==> config.mk <==
export PLATFORM = sky130hd
export DESIGN_NAME = int_frame_seq
export DESIGN_NICKNAME = d
export VERILOG_FILES = /design/src/rtl/ifs_pkg.sv /design/src/rtl/ifs_decode.sv /design/src/rtl/ifs_agen.sv /design/src/rtl/ifs_regs.sv /design/src/rtl/int_frame_seq.sv
export SDC_FILE = /design/constraint.sdc
export NUM_CORES = 1
export LEC_CHECK = 0
export ABC_CLOCK_PERIOD_IN_PS = 5300
export BUFFER_PORTS_ARGS = -buffer_cell sky130_fd_sc_hd__buf_2
export CAP_MARGIN = 20
export CORE_MARGIN = 3
export CORE_UTILIZATION = 52
export CTS_CLUSTER_DIAMETER = 100
export DETAILED_ROUTE_END_ITERATION = 10
export HOLD_SLACK_MARGIN = 0.1
export PLACE_DENSITY = 0.89
export REMOVE_ABC_BUFFERS = 1
export SETUP_SLACK_MARGIN = 0.5
export SLEW_MARGIN = 20
export SYNTH_ARGS = -nofsm -noshare
export SYNTH_HDL_FRONTEND = slang
export SYNTH_SLANG_ARGS = --single-unit
==> constraint.sdc <==
create_clock -name clk -period 5.3 [get_ports clk]
set_clock_uncertainty 0.2 [all_clocks]
set_input_delay 0.795 -clock clk [delete_from_list [all_inputs] [get_ports clk]]
set_output_delay 0.795 -clock clk [all_outputs]
set_load 0.005 [all_outputs]
==> src/rtl/ifs_pkg.sv <==
// Shared types for the interrupt frame sequencer.
// Assumes opcode bytes are 8 bits wide regardless of the type-number width.
package ifs_pkg;

    typedef enum logic [3:0] {
        ST_IDLE,
        ST_PUSH_FL,
        ST_PUSH_CS,
        ST_PUSH_IP,
        ST_RD_IP,
        ST_RD_CS,
        ST_POP_IP,
        ST_POP_CS,
        ST_POP_FL,
        ST_FINISH
    } ifs_state_e;

    typedef enum logic [1:0] {
        SEL_SP    = 2'd0,
        SEL_FLAGS = 2'd1,
        SEL_CS    = 2'd2,
        SEL_IP    = 2'd3
    } ifs_wsel_e;

    localparam logic [7:0] OPC_TRAP_N   = 8'hCD;
    localparam logic [7:0] OPC_TRAP_BRK = 8'hCC;
    localparam logic [7:0] OPC_TRAP_OVF = 8'hCE;
    localparam int         TYPE_BRK     = 3;
    localparam int         TYPE_OVF     = 4;

endpackage

==> src/rtl/ifs_decode.sv <==
// Command decoder: picks one command per cycle (direct > software opcode > return)
// and derives the interrupt type. Assumes the caller only uses the outputs when idle.
module ifs_decode
    import ifs_pkg::*;
#(
    parameter int TYPE_W = 8
) (
    input  logic              start_i,
    input  logic [TYPE_W-1:0] start_type_i,
    input  logic              swi_valid_i,
    input  logic [7:0]        swi_op_i,
    input  logic [7:0]        swi_imm_i,
    input  logic              ret_i,
    input  logic              ovf_flag_i,
    output logic              go_entry_o,
    output logic              go_skip_o,
    output logic              go_ret_o,
    output logic [TYPE_W-1:0] type_o
);

    logic swi_entry;
    logic swi_skip;
    logic [TYPE_W-1:0] swi_type;

    // Classify the software opcode byte.
    always_comb begin
        swi_entry = 1'b0;
        swi_skip  = 1'b0;
        swi_type  = TYPE_W'(swi_imm_i);
        if (swi_valid_i) begin
            case (swi_op_i)
                OPC_TRAP_N: begin
                    swi_entry = 1'b1;
                end
                OPC_TRAP_BRK: begin
                    swi_entry = 1'b1;
                    swi_type  = TYPE_W'(TYPE_BRK);
                end
                OPC_TRAP_OVF: begin
                    swi_type  = TYPE_W'(TYPE_OVF);
                    swi_entry = ovf_flag_i;
                    swi_skip  = !ovf_flag_i;
                end
                default: ;
            endcase
        end
    end

    // Apply the command priority.
    always_comb begin
        go_entry_o = 1'b0;
        go_skip_o  = 1'b0;
        go_ret_o   = 1'b0;
        type_o     = start_type_i;
        if (start_i) begin
            go_entry_o = 1'b1;
        end else if (swi_entry || swi_skip) begin
            go_entry_o = swi_entry;
            go_skip_o  = swi_skip;
            type_o     = swi_type;
        end else if (ret_i) begin
            go_ret_o = 1'b1;
        end
    end

endmodule

==> src/rtl/ifs_agen.sv <==
// Memory request generator: forms the address, direction and data of the access
// that belongs to the current state. Stack addresses are SS<<SEG_SHIFT + SP, which
// wraps naturally at the address width.
module ifs_agen
    import ifs_pkg::*;
#(
    parameter int WORD_W    = 16,
    parameter int TYPE_W    = 8,
    parameter int SEG_SHIFT = 4
) (
    input  ifs_state_e                  st_i,
    input  logic [WORD_W-1:0]           ss_i,
    input  logic [WORD_W-1:0]           sp_i,
    input  logic [WORD_W-1:0]           flags_i,
    input  logic [WORD_W-1:0]           cs_i,
    input  logic [WORD_W-1:0]           ip_i,
    input  logic [TYPE_W-1:0]           type_i,
    output logic                        req_o,
    output logic                        we_o,
    output logic [WORD_W+SEG_SHIFT-1:0] addr_o,
    output logic [WORD_W-1:0]           wdata_o
);

    localparam int ADDR_W = WORD_W + SEG_SHIFT;
    localparam logic [WORD_W-1:0] STEP = WORD_W'(2);

    logic [WORD_W-1:0] sp_push;
    logic [ADDR_W-1:0] seg_base;
    logic [ADDR_W-1:0] stack_push;
    logic [ADDR_W-1:0] stack_pop;
    logic [ADDR_W-1:0] vec_lo;
    logic [ADDR_W-1:0] vec_hi;

    assign sp_push    = sp_i - STEP;
    assign seg_base   = {ss_i, {SEG_SHIFT{1'b0}}};
    assign stack_push = seg_base + ADDR_W'(sp_push);
    assign stack_pop  = seg_base + ADDR_W'(sp_i);
    assign vec_lo     = ADDR_W'({type_i, 2'b00});
    assign vec_hi     = vec_lo + ADDR_W'(2);

    // Select the access for the current state.
    always_comb begin
        req_o   = 1'b1;
        we_o    = 1'b0;
        addr_o  = stack_pop;
        wdata_o = flags_i;
        case (st_i)
            ST_PUSH_FL: begin
                we_o    = 1'b1;
                addr_o  = stack_push;
                wdata_o = flags_i;
            end
            ST_PUSH_CS: begin
                we_o    = 1'b1;
                addr_o  = stack_push;
                wdata_o = cs_i;
            end
            ST_PUSH_IP: begin
                we_o    = 1'b1;
                addr_o  = stack_push;
                wdata_o = ip_i;
            end
            ST_RD_IP:  addr_o = vec_lo;
            ST_RD_CS:  addr_o = vec_hi;
            ST_POP_IP, ST_POP_CS, ST_POP_FL: addr_o = stack_pop;
            default:   req_o = 1'b0;
        endcase
    end

endmodule

==> src/rtl/ifs_regs.sv <==
// Architectural register set owned by the sequencer: SP, flags, CS, IP.
// Assumes the controller raises at most one of the update strobes for a register
// per cycle; the write port is already qualified with idle by the caller.
module ifs_regs
    import ifs_pkg::*;
#(
    parameter int              WORD_W    = 16,
    parameter int              TF_BIT    = 8,
    parameter int              IF_BIT    = 9,
    parameter logic [WORD_W-1:0] RST_SP    = 16'hFFFE,
    parameter logic [WORD_W-1:0] RST_FLAGS = 16'h0002,
    parameter logic [WORD_W-1:0] RST_CS    = 16'hFFFF,
    parameter logic [WORD_W-1:0] RST_IP    = 16'h0000
) (
    input  logic              clk,
    input  logic              rst_n,
    input  logic              wr_en_i,
    input  logic [1:0]        wr_sel_i,
    input  logic [WORD_W-1:0] wr_data_i,
    input  logic              sp_dec_i,
    input  logic              sp_inc_i,
    input  logic              ld_ip_i,
    input  logic              ld_cs_i,
    input  logic              ld_fl_i,
    input  logic              clr_mask_i,
    input  logic [WORD_W-1:0] rdata_i,
    output logic [WORD_W-1:0] sp_o,
    output logic [WORD_W-1:0] flags_o,
    output logic [WORD_W-1:0] cs_o,
    output logic [WORD_W-1:0] ip_o
);

    localparam logic [WORD_W-1:0] STEP      = WORD_W'(2);
    localparam logic [WORD_W-1:0] ENTRY_CLR = (WORD_W'(1) << TF_BIT) | (WORD_W'(1) << IF_BIT);

    logic wr_sp, wr_fl, wr_cs, wr_ip;

    assign wr_sp = wr_en_i && (ifs_wsel_e'(wr_sel_i) == SEL_SP);
    assign wr_fl = wr_en_i && (ifs_wsel_e'(wr_sel_i) == SEL_FLAGS);
    assign wr_cs = wr_en_i && (ifs_wsel_e'(wr_sel_i) == SEL_CS);
    assign wr_ip = wr_en_i && (ifs_wsel_e'(wr_sel_i) == SEL_IP);

    // Stack pointer: external write, pre-decrement on push, post-increment on pop.
    always_ff @(posedge clk) begin
        if (!rst_n)        sp_o <= RST_SP;
        else if (wr_sp)    sp_o <= wr_data_i;
        else if (sp_dec_i) sp_o <= sp_o - STEP;
        else if (sp_inc_i) sp_o <= sp_o + STEP;
    end

    // Flags: external write, restore on pop, clear enable and trap on entry.
    always_ff @(posedge clk) begin
        if (!rst_n)          flags_o <= RST_FLAGS;
        else if (wr_fl)      flags_o <= wr_data_i;
        else if (ld_fl_i)    flags_o <= rdata_i;
        else if (clr_mask_i) flags_o <= flags_o & ~ENTRY_CLR;
    end

    // Code segment: external write or load from vector table / stack.
    always_ff @(posedge clk) begin
        if (!rst_n)       cs_o <= RST_CS;
        else if (wr_cs)   cs_o <= wr_data_i;
        else if (ld_cs_i) cs_o <= rdata_i;
    end

    // Instruction pointer: external write or load from vector table / stack.
    always_ff @(posedge clk) begin
        if (!rst_n)       ip_o <= RST_IP;
        else if (wr_ip)   ip_o <= wr_data_i;
        else if (ld_ip_i) ip_o <= rdata_i;
    end

endmodule

==> src/rtl/int_frame_seq.sv <==
// Interrupt frame sequencer top: state machine that walks the push, vector read
// and pop sequences, one memory word per state, advancing only on acknowledge.
// Assumes the memory holds the acknowledge for one cycle per request.
module int_frame_seq
    import ifs_pkg::*;
#(
    parameter int                WORD_W    = 16,
    parameter int                TYPE_W    = 8,
    parameter int                SEG_SHIFT = 4,
    parameter int                TF_BIT    = 8,
    parameter int                IF_BIT    = 9,
    parameter int                OF_BIT    = 11,
    parameter logic [WORD_W-1:0] RST_SP    = 16'hFFFE,
    parameter logic [WORD_W-1:0] RST_FLAGS = 16'h0002,
    parameter logic [WORD_W-1:0] RST_CS    = 16'hFFFF,
    parameter logic [WORD_W-1:0] RST_IP    = 16'h0000
) (
    input  logic                        clk,
    input  logic                        rst_n,
    input  logic                        start_i,
    input  logic [TYPE_W-1:0]           start_type_i,
    input  logic                        swi_valid_i,
    input  logic [7:0]                  swi_op_i,
    input  logic [7:0]                  swi_imm_i,
    input  logic                        ret_i,
    input  logic [WORD_W-1:0]           ss_i,
    input  logic                        wr_en_i,
    input  logic [1:0]                  wr_sel_i,
    input  logic [WORD_W-1:0]           wr_data_i,
    output logic                        mem_req_o,
    output logic                        mem_we_o,
    output logic [WORD_W+SEG_SHIFT-1:0] mem_addr_o,
    output logic [WORD_W-1:0]           mem_wdata_o,
    input  logic                        mem_ack_i,
    input  logic [WORD_W-1:0]           mem_rdata_i,
    output logic                        busy_o,
    output logic                        done_o,
    output logic [WORD_W-1:0]           sp_o,
    output logic [WORD_W-1:0]           flags_o,
    output logic [WORD_W-1:0]           cs_o,
    output logic [WORD_W-1:0]           ip_o
);

    ifs_state_e        st_q, st_d;
    logic [TYPE_W-1:0] type_q;
    logic [TYPE_W-1:0] dec_type;
    logic              go_entry, go_skip, go_ret;
    logic              idle, ack_ok;
    logic              in_push, in_pop;

    assign idle    = (st_q == ST_IDLE);
    assign ack_ok  = mem_req_o && mem_ack_i;
    assign in_push = (st_q == ST_PUSH_FL) || (st_q == ST_PUSH_CS) || (st_q == ST_PUSH_IP);
    assign in_pop  = (st_q == ST_POP_IP) || (st_q == ST_POP_CS) || (st_q == ST_POP_FL);
    assign busy_o  = !idle;
    assign done_o  = (st_q == ST_FINISH);

    ifs_decode #(.TYPE_W(TYPE_W)) dec_i (
        .start_i      (start_i),
        .start_type_i (start_type_i),
        .swi_valid_i  (swi_valid_i),
        .swi_op_i     (swi_op_i),
        .swi_imm_i    (swi_imm_i),
        .ret_i        (ret_i),
        .ovf_flag_i   (flags_o[OF_BIT]),
        .go_entry_o   (go_entry),
        .go_skip_o    (go_skip),
        .go_ret_o     (go_ret),
        .type_o       (dec_type)
    );

    // Next-state logic: accept in idle, advance each memory state on acknowledge.
    always_comb begin
        st_d = st_q;
        case (st_q)
            ST_IDLE: begin
                if (go_entry)     st_d = ST_PUSH_FL;
                else if (go_skip) st_d = ST_FINISH;
                else if (go_ret)  st_d = ST_POP_IP;
            end
            ST_PUSH_FL: if (ack_ok) st_d = ST_PUSH_CS;
            ST_PUSH_CS: if (ack_ok) st_d = ST_PUSH_IP;
            ST_PUSH_IP: if (ack_ok) st_d = ST_RD_IP;
            ST_RD_IP:   if (ack_ok) st_d = ST_RD_CS;
            ST_RD_CS:   if (ack_ok) st_d = ST_FINISH;
            ST_POP_IP:  if (ack_ok) st_d = ST_POP_CS;
            ST_POP_CS:  if (ack_ok) st_d = ST_POP_FL;
            ST_POP_FL:  if (ack_ok) st_d = ST_FINISH;
            default:    st_d = ST_IDLE;
        endcase
    end

    // State register.
    always_ff @(posedge clk) begin
        if (!rst_n) st_q <= ST_IDLE;
        else        st_q <= st_d;
    end

    // Capture the interrupt type when an entry is accepted.
    always_ff @(posedge clk) begin
        if (!rst_n)               type_q <= '0;
        else if (idle && go_entry) type_q <= dec_type;
    end

    ifs_agen #(
        .WORD_W    (WORD_W),
        .TYPE_W    (TYPE_W),
        .SEG_SHIFT (SEG_SHIFT)
    ) agen_i (
        .st_i    (st_q),
        .ss_i    (ss_i),
        .sp_i    (sp_o),
        .flags_i (flags_o),
        .cs_i    (cs_o),
        .ip_i    (ip_o),
        .type_i  (type_q),
        .req_o   (mem_req_o),
        .we_o    (mem_we_o),
        .addr_o  (mem_addr_o),
        .wdata_o (mem_wdata_o)
    );

    ifs_regs #(
        .WORD_W    (WORD_W),
        .TF_BIT    (TF_BIT),
        .IF_BIT    (IF_BIT),
        .RST_SP    (RST_SP),
        .RST_FLAGS (RST_FLAGS),
        .RST_CS    (RST_CS),
        .RST_IP    (RST_IP)
    ) regs_i (
        .clk        (clk),
        .rst_n      (rst_n),
        .wr_en_i    (wr_en_i && idle),
        .wr_sel_i   (wr_sel_i),
        .wr_data_i  (wr_data_i),
        .sp_dec_i   (ack_ok && in_push),
        .sp_inc_i   (ack_ok && in_pop),
        .ld_ip_i    (ack_ok && ((st_q == ST_RD_IP) || (st_q == ST_POP_IP))),
        .ld_cs_i    (ack_ok && ((st_q == ST_RD_CS) || (st_q == ST_POP_CS))),
        .ld_fl_i    (ack_ok && (st_q == ST_POP_FL)),
        .clr_mask_i (ack_ok && (st_q == ST_RD_CS)),
        .rdata_i    (mem_rdata_i),
        .sp_o       (sp_o),
        .flags_o    (flags_o),
        .cs_o       (cs_o),
        .ip_o       (ip_o)
    );

endmodule

==> run metrics <==
sequential area share after synthesis=0.277; most frequent cells after synthesis=131 x nand2_1, 76 x dfxtp_1, 66 x nor2_1; CP Launch Type=register; CTS Sinks=76; GRT Util Overall=0.289; Final min period=4.61 ns; WP data arrival=3.62 ns; initial antenna violation count=0; die height=109 µm; CTS tree=built; max frequency=217 MHz; ANT nets after route=0; dpl cells=1,001; Routed WL=17.5 mm; width of the chip=109 µm; Synth Area per Inst=7.50 µm²; status=finished, final reports clean; layout cells sized above 1=0.262; Synth async-reset ratio=0; Post-synth EDFFs=0; post-DR vias/cell=6.07; Peak supply drop=0.258 mV; initial core utilization=0.548; clock share of power=0.150; HP Class=reg -> reg; synth-to-layout area growth=22.6%; Psw=1.73 mW; final hold viol count=0; Synth area leaders=dfxtp_1 28%, nand2_1 9.0%, mux2i_1 6.9%; critical path required time=4.30 ns; Final Max Tran Viols=0; RSZ-0062 raised after global routing=no; Remaining DRCs=0; DRT iter0 DRCs=437; largest net degree at the start of global routing=44; pwr dens=558 mW/mm²; Post-Syn Area=0.00548 mm²; period utilisation layout=0.871; Slew HR=0.286; row count=36; nets=977; CTS Root Buffer Type=clkbuf_8; Synth warnings=0; Worst-path clk slew=0.09 ns; hold_ws=0.269 ns; IO Count=185; Worst-Margin Slew=1.07 ns; max cap viols=0; Final TNS setup=0 ns; RePlAce Congestion=0.902; Finished Layout Cells=1,019; ys flop type=dfxtp_1; sw frac=0.461; total gr overflow=0; critical setup path kind=reg -> out; Worst Setup End Kind=output port; most frequent cell after synthesis=nand2_1; Yosys top cell area share=0.277; hpwl dp=12.6 mm; Inserted Clock Buffers=9; Die Footprint=0.0118 mm²; sequential share of power=0.266; worst-path fanout max=15; setup violators final=0; Leak=3.26 nW; H-tree depth=3; internal cell power=2.02 mW; Logic pwr share=0.584; Gate Count Post-Synth=731; worst skew pair latency=0.35 ns; wire per inst=17.1 µm; first drt pass iteration count=6; Inserted Diodes=0; I/O Buffers=184; vias in the first global route=5,712; Yosys cell types=67; first-pass GRT wire length=27.8 mm; area leader, netlist=dfxtp_1; #FFs+latches synth=76; Vias=6,187; CTS Buffer Depth=2; core box area=0.0100 mm²
what timing repair did:
action,in CTS,in global routing
endpoints found under the setup margin,4,7
resized for setup,4,9
pin swaps,0,1
buffers inserted,0,2
hold buffers,0,0
through the flow:
| step | util | total power, mW | instance area (µm²) | setup WS [ns] |
|---|---|---|---|---|
| detailed placement | 0.642 | 3.13 | 6420 | 0.575 |
| CTS | 0.667 | 3.70 | 6670 | 0.520 |
| global placement | 0.642 | 3.07 | 6420 | 0.810 |
| floorplan | - | 2.34 | 5270 | 0.640 |
| global route | 0.672 | 4.05 | 6720 | 0.427 |
| finish | 0.672 | 3.75 | 6720 | 0.686 |
final timing paths:
path | startpoint | end | slack, ns | cells after the start
max | st_q[1] | mem_addr_o[16] | 0.69 | 14
min reg2reg | type_q[2] | type_q[2] | 0.27 | 2
max reg2reg | st_q[0] | regs_i.cs_o[3] | 2.11 | 6
min | type_q[2] | type_q[2] | 0.27 | 2
metal layers:
metal / share of wire / track usage / up-vias
met1: 0.41 / 0.386 / 2853
met2: 0.47 / 0.483 / 358
met3: 0.10 / 0.0551 / 27
met4: 0.014 / 0.0730 / 0
li1: - / - / 2949
met5: 0 / 0 / -
power groups by stage:
| stage | sequential, mW | combinational (mW) | clock (mW) |
|---|---|---|---|
| after CTS | 0.972 | 2.16 | 0.564 |
| final | 0.995 | 2.19 | 0.562 |
| after detailed placement | 0.978 | 2.15 | 0 |
| after floorplan | 0.969 | 1.37 | 0 |
| after global routing | 1.02 | 2.44 | 0.587 |
| after global placement | 0.973 | 2.10 | 0 |
cells in the final DEF, fill, tap and decap left out, types with 16 or more instances in the layout:
| cell type | count |
|---|---|
| buf_2 | 184 |
| nand2_1 | 130 |
| dfxtp_1 | 72 |
| nor2_1 | 65 |
| a21oi_1 | 43 |
| mux2i_1 | 38 |
| o211a_1 | 34 |
| o21ai_0 | 29 |
| nand3_1 | 25 |
| nor3_1 | 19 |
| a221o_1 | 17 |
| nand2b_1 | 16 |
worst max-delay path, cell delays in order (launching register included):
cell	delay (ns)
dfxtp_4	0.41
or2_4	0.28
nand2_2	0.18
clkinvlp_4	0.20
nand4_1	0.23
nor3_2	0.07
xor2_1	0.16
ha_1	0.36
a211oi_1	0.25
nor2_1	0.09
or4_1	0.43
o22ai_1	0.23
xor2_1	0.17
nor2_1	0.05
buf_2	0.16
logic make-up after synthesis:
logic type      Yosys count  share of synthesized area
flops                    76                      0.277
fa+ha+maj                15                     0.0356
mux                      38                     0.0694
buf+inv                  67                     0.0477
xor+xnor                 25                     0.0399
compound gates          196                      0.261
simple gates            314                      0.269
state kept, by name, indices dropped and copies added, names as in the netlist:
name and cells:
regs_i.ip_o 16, type_q 8, regs_i.flags_o 16, regs_i.cs_o 16, regs_i.sp_o 16, st_q 4
cell type report:
| type | instances | area, µm² |
|---|---|---|
| clock buffers | 10 | 128 |
| clock inverters | 6 | 119 |
| fillers | 901 | 3280 |
| inverters | 13 | 52.6 |
| multi-input cells | 588 | 3740 |
| flip-flops and latches | 76 | 1530 |
| well taps | 133 | 166 |
| repair buffers | 193 | 988 |
Power figures use the tool's default switching activity.
